--- src/rtl/updown_limit_counter_pkg.sv ---
package updown_limit_counter_pkg;

    // Action the count register takes at the next rising edge.
    typedef enum logic [2:0] {
        ACT_HOLD  = 3'd0,
        ACT_CLEAR = 3'd1,
        ACT_LOAD  = 3'd2,
        ACT_UP    = 3'd3,
        ACT_DOWN  = 3'd4
    } cnt_action_t;

endpackage

--- src/rtl/ulc_action_decode.sv ---
module ulc_action_decode
    import updown_limit_counter_pkg::*;
(
    input  logic        rst,
    input  logic        ld,
    input  logic        en,
    input  logic        dir_up,
    output cnt_action_t action
);

    // Priority: clear, then load, then count, else hold.
    always_comb begin
        if (rst) begin
            action = ACT_CLEAR;
        end else if (ld) begin
            action = ACT_LOAD;
        end else if (en) begin
            action = dir_up ? ACT_UP : ACT_DOWN;
        end else begin
            action = ACT_HOLD;
        end
    end

    // while reset is asserted no other action may be chosen
    always_comb begin
        if (rst) begin
            a_r2_reset_wins : assert (action == ACT_CLEAR);
        end
    end

endmodule

--- src/rtl/ulc_step.sv ---
module ulc_step #(
    parameter int CNT_W = 4
) (
    input  logic [CNT_W-1:0] cur,
    output logic [CNT_W-1:0] nxt_up,
    output logic [CNT_W-1:0] nxt_dn
);

    // Toggle enables: bit i flips upward when all lower bits are one,
    // downward when all lower bits are zero.
    logic [CNT_W-1:0] tog_up;
    logic [CNT_W-1:0] tog_dn;

    for (genvar i = 0; i < CNT_W; i++) begin : g_bit
        if (i == 0) begin : g_lsb
            assign tog_up[i] = 1'b1;
            assign tog_dn[i] = 1'b1;
        end else begin : g_upper
            assign tog_up[i] = tog_up[i-1] &  cur[i-1];
            assign tog_dn[i] = tog_dn[i-1] & ~cur[i-1];
        end
    end

    assign nxt_up = cur ^ tog_up;
    assign nxt_dn = cur ^ tog_dn;

    // toggle chains agree with modular arithmetic
    always_comb begin
        a_r4_up_step   : assert (nxt_up == CNT_W'(cur + 1'b1));
        a_r5_down_step : assert (nxt_dn == CNT_W'(cur - 1'b1));
    end

endmodule

--- src/rtl/ulc_limit_match.sv ---
module ulc_limit_match #(
    parameter int CNT_W = 4
) (
    input  logic [CNT_W-1:0] cnt,
    input  logic [CNT_W-1:0] lim,
    output logic             hit
);

    logic [CNT_W-1:0] same;

    for (genvar i = 0; i < CNT_W; i++) begin : g_eq
        assign same[i] = ~(cnt[i] ^ lim[i]);
    end

    assign hit = &same;

endmodule

--- src/rtl/updown_limit_counter.sv ---
module updown_limit_counter
    import updown_limit_counter_pkg::*;
#(
    parameter int CNT_W = 4
) (
    input  logic             clk,
    input  logic             rst,
    input  logic             en,
    input  logic             ld,
    input  logic             dir_up,
    input  logic [CNT_W-1:0] ld_val,
    input  logic [CNT_W-1:0] lim,
    output logic [CNT_W-1:0] count,
    output logic             at_limit
);

    localparam logic [CNT_W-1:0] ALL_ONES = {CNT_W{1'b1}};

    cnt_action_t      action;
    logic [CNT_W-1:0] cnt_q;
    logic [CNT_W-1:0] cnt_up;
    logic [CNT_W-1:0] cnt_dn;
    logic [CNT_W-1:0] cnt_d;

    ulc_action_decode u_decode (
        .rst    (rst),
        .ld     (ld),
        .en     (en),
        .dir_up (dir_up),
        .action (action)
    );

    ulc_step #(.CNT_W(CNT_W)) u_step (
        .cur    (cnt_q),
        .nxt_up (cnt_up),
        .nxt_dn (cnt_dn)
    );

    ulc_limit_match #(.CNT_W(CNT_W)) u_match (
        .cnt (cnt_q),
        .lim (lim),
        .hit (at_limit)
    );

    // Next-value selection, one branch per action.
    always_comb begin
        unique case (action)
            ACT_CLEAR: cnt_d = '0;
            ACT_LOAD:  cnt_d = ld_val;
            ACT_UP:    cnt_d = cnt_up;
            ACT_DOWN:  cnt_d = cnt_dn;
            ACT_HOLD:  cnt_d = cnt_q;
            default:   cnt_d = cnt_q;
        endcase
    end

    // State register.
    always_ff @(posedge clk) begin
        cnt_q <= cnt_d;
    end

    assign count = cnt_q;

    // reset clears regardless of load and enable
    a_r1_reset_clears : assert property (@(posedge clk)
        rst |=> (count == '0));

    // load captures the value, even with enable low
    a_r3_load_value : assert property (@(posedge clk) disable iff (rst)
        ld |=> (count == $past(ld_val)));

    // idle keeps the value
    a_r6_hold : assert property (@(posedge clk) disable iff (rst)
        (!ld && !en) |=> $stable(count));

    // wrap points in both directions
    a_r8_wrap_up : assert property (@(posedge clk) disable iff (rst)
        (!ld && en && dir_up && count == ALL_ONES) |=> (count == '0));
    a_r8_wrap_down : assert property (@(posedge clk) disable iff (rst)
        (!ld && en && !dir_up && count == '0) |=> (count == ALL_ONES));

    // flag is same-cycle equality
    a_r7_limit_flag : assert property (@(posedge clk) disable iff (rst)
        at_limit == (count == lim));

endmodule

--- config.mk ---
export PLATFORM = sky130hd
export DESIGN_NAME = updown_limit_counter
export DESIGN_NICKNAME = d
export VERILOG_FILES = /design/src/rtl/updown_limit_counter_pkg.sv /design/src/rtl/ulc_action_decode.sv /design/src/rtl/ulc_step.sv /design/src/rtl/ulc_limit_match.sv /design/src/rtl/updown_limit_counter.sv
export SDC_FILE = /design/constraint.sdc
export NUM_CORES = 1
export LEC_CHECK = 0
export BUFFER_PORTS_ARGS = -buffer_cell sky130_fd_sc_hd__buf_2
export CAP_MARGIN = 20
export CORE_AREA = 2 2 39 41
export CTS_BUF_LIST = sky130_fd_sc_hd__clkbuf_4 sky130_fd_sc_hd__clkbuf_8 sky130_fd_sc_hd__clkbuf_16
export DETAILED_ROUTE_END_ITERATION = 16
export DIE_AREA = 0 0 41 43
export SYNTH_ARGS = -nofsm -noshare
export SYNTH_HDL_FRONTEND = slang
export SYNTH_SLANG_ARGS = --single-unit
--- constraint.sdc ---
create_clock -name clk -period 3.4 [get_ports clk]
set_input_delay 0.17 -clock clk [delete_from_list [all_inputs] [get_ports clk]]
set_output_delay 0.17 -clock clk [all_outputs]
set_load 0.1 [all_outputs]
==> results of run 1 <==
==> final cells by class <==
class,instances,area share
multi-input combinational,26,0.425
inverter,2,0.0169
timing repair buffer,17,0.192
clock buffer,3,0.0507
tap,16,0.0451
sequential,4,0.270
==> worst max-delay path by stage <==
stage / start / end / cells past startpoint
3_5_place_dp: count[1]$_DFFE_PP_ / at_limit / 3
6_report: count[1]$_DFFE_PP_ / at_limit / 3
3_3_place_gp: count[0]$_DFFE_PP_ / at_limit / 3
4_1_cts: count[1]$_DFFE_PP_ / at_limit / 3
2_1_floorplan: count[1]$_DFFE_PP_ / at_limit / 2
5_1_grt: count[1]$_DFFE_PP_ / at_limit / 3
==> power by group through the flow <==
| stage | Sequential, mW | Clock, mW | Combinational, mW |
|---|---|---|---|
| 2_1_floorplan | 0.0985 | 0 | 0.0287 |
| 3_3_place_gp | 0.0681 | 0 | 0.0755 |
| 3_5_place_dp | 0.0687 | 0 | 0.0751 |
| 4_1_cts | 0.0679 | 0.0618 | 0.0755 |
| 5_1_grt | 0.0690 | 0.0661 | 0.0807 |
| 6_report | 0.0681 | 0.0588 | 0.0753 |
==> kinds of logic after synthesis <==
group / after synthesis / synth area share
AO/OA/AOI/OAI: 6 / 0.156
XOR/XNOR: 6 / 0.163
buffers and inverters: 3 / 0.0584
flip-flops: 4 / 0.374
AND/OR/NAND/NOR: 14 / 0.249
==> per-stage QoR <==
step	std cells	setup slack, ns	hold slack (ns)	power (mW)
after floorplan	33	0.254	0.355	0.127
after global placement	65	1.86	0.488	0.144
after detailed placement	65	1.80	0.489	0.144
after CTS	68	1.54	0.243	0.205
after global routing	68	1.49	0.249	0.216
final	68	1.56	0.245	0.202
==> cell usage in the layout, fill, tap and decap left out <==
master / n
buf_2: 17
xor2_1: 5
edfxtp_1: 4
clkbuf_4: 3
nor2_1: 2
nand3_1: 2
nand2_1: 2
inv_1: 2
o2111ai_1: 2
o311ai_0: 2
and3_2: 1
nor3_1: 1
nor2b_1: 1
xnor2_1: 1
a32o_1: 1
nor3b_1: 1
a21oi_1: 1
and4_2: 1
nor4_1: 1
or3_1: 1
nor4_2: 1
==> layer usage <==
layer	track usage	part of all wire
met1	0.142	0.45
met2	0.159	0.43
met3	0.0628	0.10
met4	0.100	0.0097
met5	0	0
==> impl_metrics.ini, run 1 <==
[clocking]
cts_buffers = 3
cts_tree = done
clkTransAtPathRegs_ns = 0.03
post-cts-setup-buffers = 0
cts_hold_buf = 0
cts-root-buf = clkbuf_4
h-tree-depth = 1
clock_sinks = 4
clkLatencyLatePin_ns = 0.24
clockBufferDepth = 2
post_cts_resized = 0

[drt]
wirelength_um = 826
num_vias = 335
drt_iter0_drc = 5
firstDrtPassIters = 4
drc = 0
ant_nets = 0
routed_via_density = 4.93
wl_per_cell_um = 12.1

[floorplan]
die-area_um2 = 1760
fp.dieH_um = 43
pin_count = 18
fp.dieW_um = 41
coreArea_um2 = 1380
start_util = 0.232
std_cell_rows = 14

[flow_run]
maxCapViolCount = 0

[logic_synthesis]
synth_seq_cells = 4
synth_area_leader_cell = edfxtp_1
synth_area_um2 = 322
async_flop_share = 0
synthCells = 33
syn-num-nets = 46
synth_most_common_cell = xor2_1
synth_seq_area_share = 0.374
yosysWarnings = 0
ys.flop_type = edfxtp_1
synth_common_cells = 5 x xor2_1, 4 x edfxtp_1
ys_top_cells_by_area = edfxtp_1 37%, xor2_1 14%, o2111ai_1 5.4%, o311ai_0 5.4%, nor4_1 3.9%
synth_edf_count = 4
ys_types = 19
synth_top_area_share = 0.374
synth_area_per_cell_um2 = 9.74

[placed_design]
place_area_um2 = 422
io_buffer_count = 17
gp_congestion = 0.701

[sta]
post-route-min-period_ns = 1.84
slew_headroom = 0.671
finalClockSkew_ns = 0.00277
tightest_slew_ns = 0.496
rsz0062_at_grt = no
fin_crit_sh = 0.540
setup_tns_ns = 0
setup_viol = 0
timing.fmax_ghz = 0.544
final_max_slew_viol_count = 0
final_hold_viol_count = 0

[pwr]
comb_power_share = 0.372
cellLeakagePower_nw = 0.197
p_clk_frac = 0.291
p_per_area_nw_per_um2 = 455
vdd_drop_max_mv = 0.143
switchingPower_mw = 0.0835
switching_share = 0.413
internal_power_mw = 0.119
seq_power_share = 0.337

[layout]
ff_latch_area_um2 = 120
layout-drive-gt1-share = 0.442
n_antenna_cell = 0
nFillCells = 149
stdcell_area_um2 = 444
largest_reg_flops = 4
nets = 67
areaGrowthSynthToFinish_pct = 38.1
post-route-util = 0.321
multi_input_area_um2 = 189

[setup_path]
endpoint_kind = primary output
startpoint_type = flip-flop
max_stage_delay_ns = 0.49
crit_family = flip-flops
crit_type = reg2out
crit_path_cell_trace = xor2_1, nor4_2, buf_2
path_buf_inv = 1
r2r_setup_slack_ns = 2.01
r2r-start = count[1]$_DFFE_PP_
worstPathMaxFanout = 7
crit_slowest_cell = edfxtp_1
arrival_ns = 1.67
r2r-end = count[3]$_DFFE_PP_
crit_required_ns = 3.23
reg2reg_depth = 3

[min_path]
min_path_cells = 2
min_path_type = in2reg
holdPathEnd = count[1]$_DFFE_PP_
hp-start = ld_val[1]

[status]
status = complete, no violations

[global_route]
track_usage = 0.123
grt_pass1_vias = 331
grt_max_degree = 9
antenna_found_initial = 0
grt.overflow.total = 0
grt_first_pass_wirelength_um = 1380
Power figures use the tool's default switching activity.
==> run 2, diff against run 1 <==
==> constraint.sdc (replaced) <==
create_clock -name clk -period 1.7 [get_ports clk]
set_input_delay 0.085 -clock clk [delete_from_list [all_inputs] [get_ports clk]]
set_output_delay 0.085 -clock clk [all_outputs]
set_load 0.1 [all_outputs]
==> impl_metrics.ini, run 2 (synthesis results as in run 1) <==
[floorplan]
pin_count = 18
std_cell_rows = 14
start_util = 0.232
die-area_um2 = 1760
fp.dieW_um = 41
fp.dieH_um = 43
coreArea_um2 = 1380

[sta]
setup_viol = 0
fin_crit_sh = 0.936
tightest_slew_ns = 0.484
slew_headroom = 0.680
final_hold_viol_count = 0
setup_ws_ns = 0.109
setup_tns_ns = 0
finalClockSkew_ns = 0.00593
post-route-min-period_ns = 1.59
timing.fmax_ghz = 0.628
final_max_slew_viol_count = 0
rsz0062_at_grt = no

[layout]
layout-drive-gt1-share = 0.462
nets = 67
ff_latch_area_um2 = 120
largest_reg_flops = 4
mostFrequentLayoutCells = 16 x buf_2, 4 x xor2_1, 4 x edfxtp_1, 3 x clkbuf_4
stdcell_area_um2 = 475
multi_input_area_um2 = 205
n_antenna_cell = 0
final_common_cell = buf_2
areaGrowthSynthToFinish_pct = 47.9
nFillCells = 144

[clocking]
clockBufferDepth = 2
clkTransAtPathRegs_ns = 0.04
post_cts_resized = 0
clock_sinks = 4
clkLatencyLatePin_ns = 0.24
h-tree-depth = 1
post-cts-setup-buffers = 0
cts_tree = done
cts_buffers = 3
cts-root-buf = clkbuf_4
cts_hold_buf = 0

[min_path]
min_path_type = in2reg
min_path_cells = 2
holdPathEnd = count[1]$_DFFE_PP_
hp-start = ld_val[1]

[pwr]
cellLeakagePower_nw = 0.203
vdd_drop_max_mv = 0.438
p_per_area_nw_per_um2 = 880

[placed_design]
place_area_um2 = 453
hpwl_um = 717
place_ws_ns = 0.249
gp_congestion = 0.706
io_buffer_count = 17

[setup_path]
r2r-start = count[0]$_DFFE_PP_
endpoint_kind = primary output
crit_slowest_cell = edfxtp_1
crit_required_ns = 1.62
startpoint_type = flip-flop
arrival_ns = 1.51
crit_type = reg2out
crit_path_cell_trace = xor2_1, nor4_4, buf_12
max_stage_delay_ns = 0.51
crit_family = flip-flops
worstPathMaxFanout = 8
r2r-end = count[3]$_DFFE_PP_
path_buf_inv = 1
r2r_setup_slack_ns = 0.22
reg2reg_depth = 3

[drt]
wl_per_cell_um = 12.7
routed_via_density = 5.03
num_vias = 342
wirelength_um = 865
drt_iter0_drc = 8
drc = 0
firstDrtPassIters = 4
ant_nets = 0

[global_route]
track_usage = 0.111
grt.overflow.total = 0
antenna_found_initial = 0
grt_first_pass_wirelength_um = 1190
grt_max_degree = 9
grt_pass1_vias = 313

[flow_run]
maxCapViolCount = 0

[status]
status = complete, no violations
==> run 2: changes by cell type in the layout (fill, tap and decap cells not counted) <==
cell	before	now
xor2_1	5	4
o311ai_0	2	1
xor2_2	0	1
buf_12	0	1
o311ai_1	0	1
buf_2	17	16
nor4_2	1	0
nor4_4	0	1
==> run 2: area by class of cell <==
type	count	area share
Multi-Input combinational cell	26	0.432
Sequential cell	4	0.253
Timing Repair Buffer	17	0.211
Clock buffer	3	0.0474
Tap cell	16	0.0421
Inverter	2	0.0158
==> run 2: how the worst max path moves through the flow <==
stage                     cells past startpoint          startpoint                 end  slack (ns)
after CTS                                     3  count[0]$_DFFE_PP_            at_limit        0.09
final                                         3  count[0]$_DFFE_PP_            at_limit        0.11
after detailed placement                      3  count[0]$_DFFE_PP_  count[3]$_DFFE_PP_        0.25
after global routing                          3  count[0]$_DFFE_PP_            at_limit        0.04
after global placement                        3  count[2]$_DFFE_PP_  count[3]$_DFFE_PP_        0.34
after floorplan                               2  count[2]$_DFFE_PP_            at_limit       -0.73
==> run 2: metrics by stage <==
stage          utilization  hold slack (ns)  cells  power (mW)
6_report             0.344            0.153     68       0.419
5_1_grt              0.344            0.145     68       0.440
4_1_cts              0.344            0.140     68       0.424
3_5_place_dp         0.327            0.387     65       0.303
3_3_place_gp         0.327            0.378     65       0.302
2_1_floorplan            -            0.270     33       0.263
==> run 2: routing by layer <==
layer,part of all wire,track usage
met4,0.024,0.100
met3,0.067,0.0471
met5,0,0
met1,0.38,0.100
met2,0.53,0.172
==> run 2: where the power goes <==
part,switching (mW),total (mW),internal [mW],leakage [nW]
combinational,0.119,0.165,0.0459,0.144
clock,0.0375,0.116,0.0788,0.0138
sequential,0.0164,0.137,0.120,0.0454
total,0.173,0.419,0.245,0.203
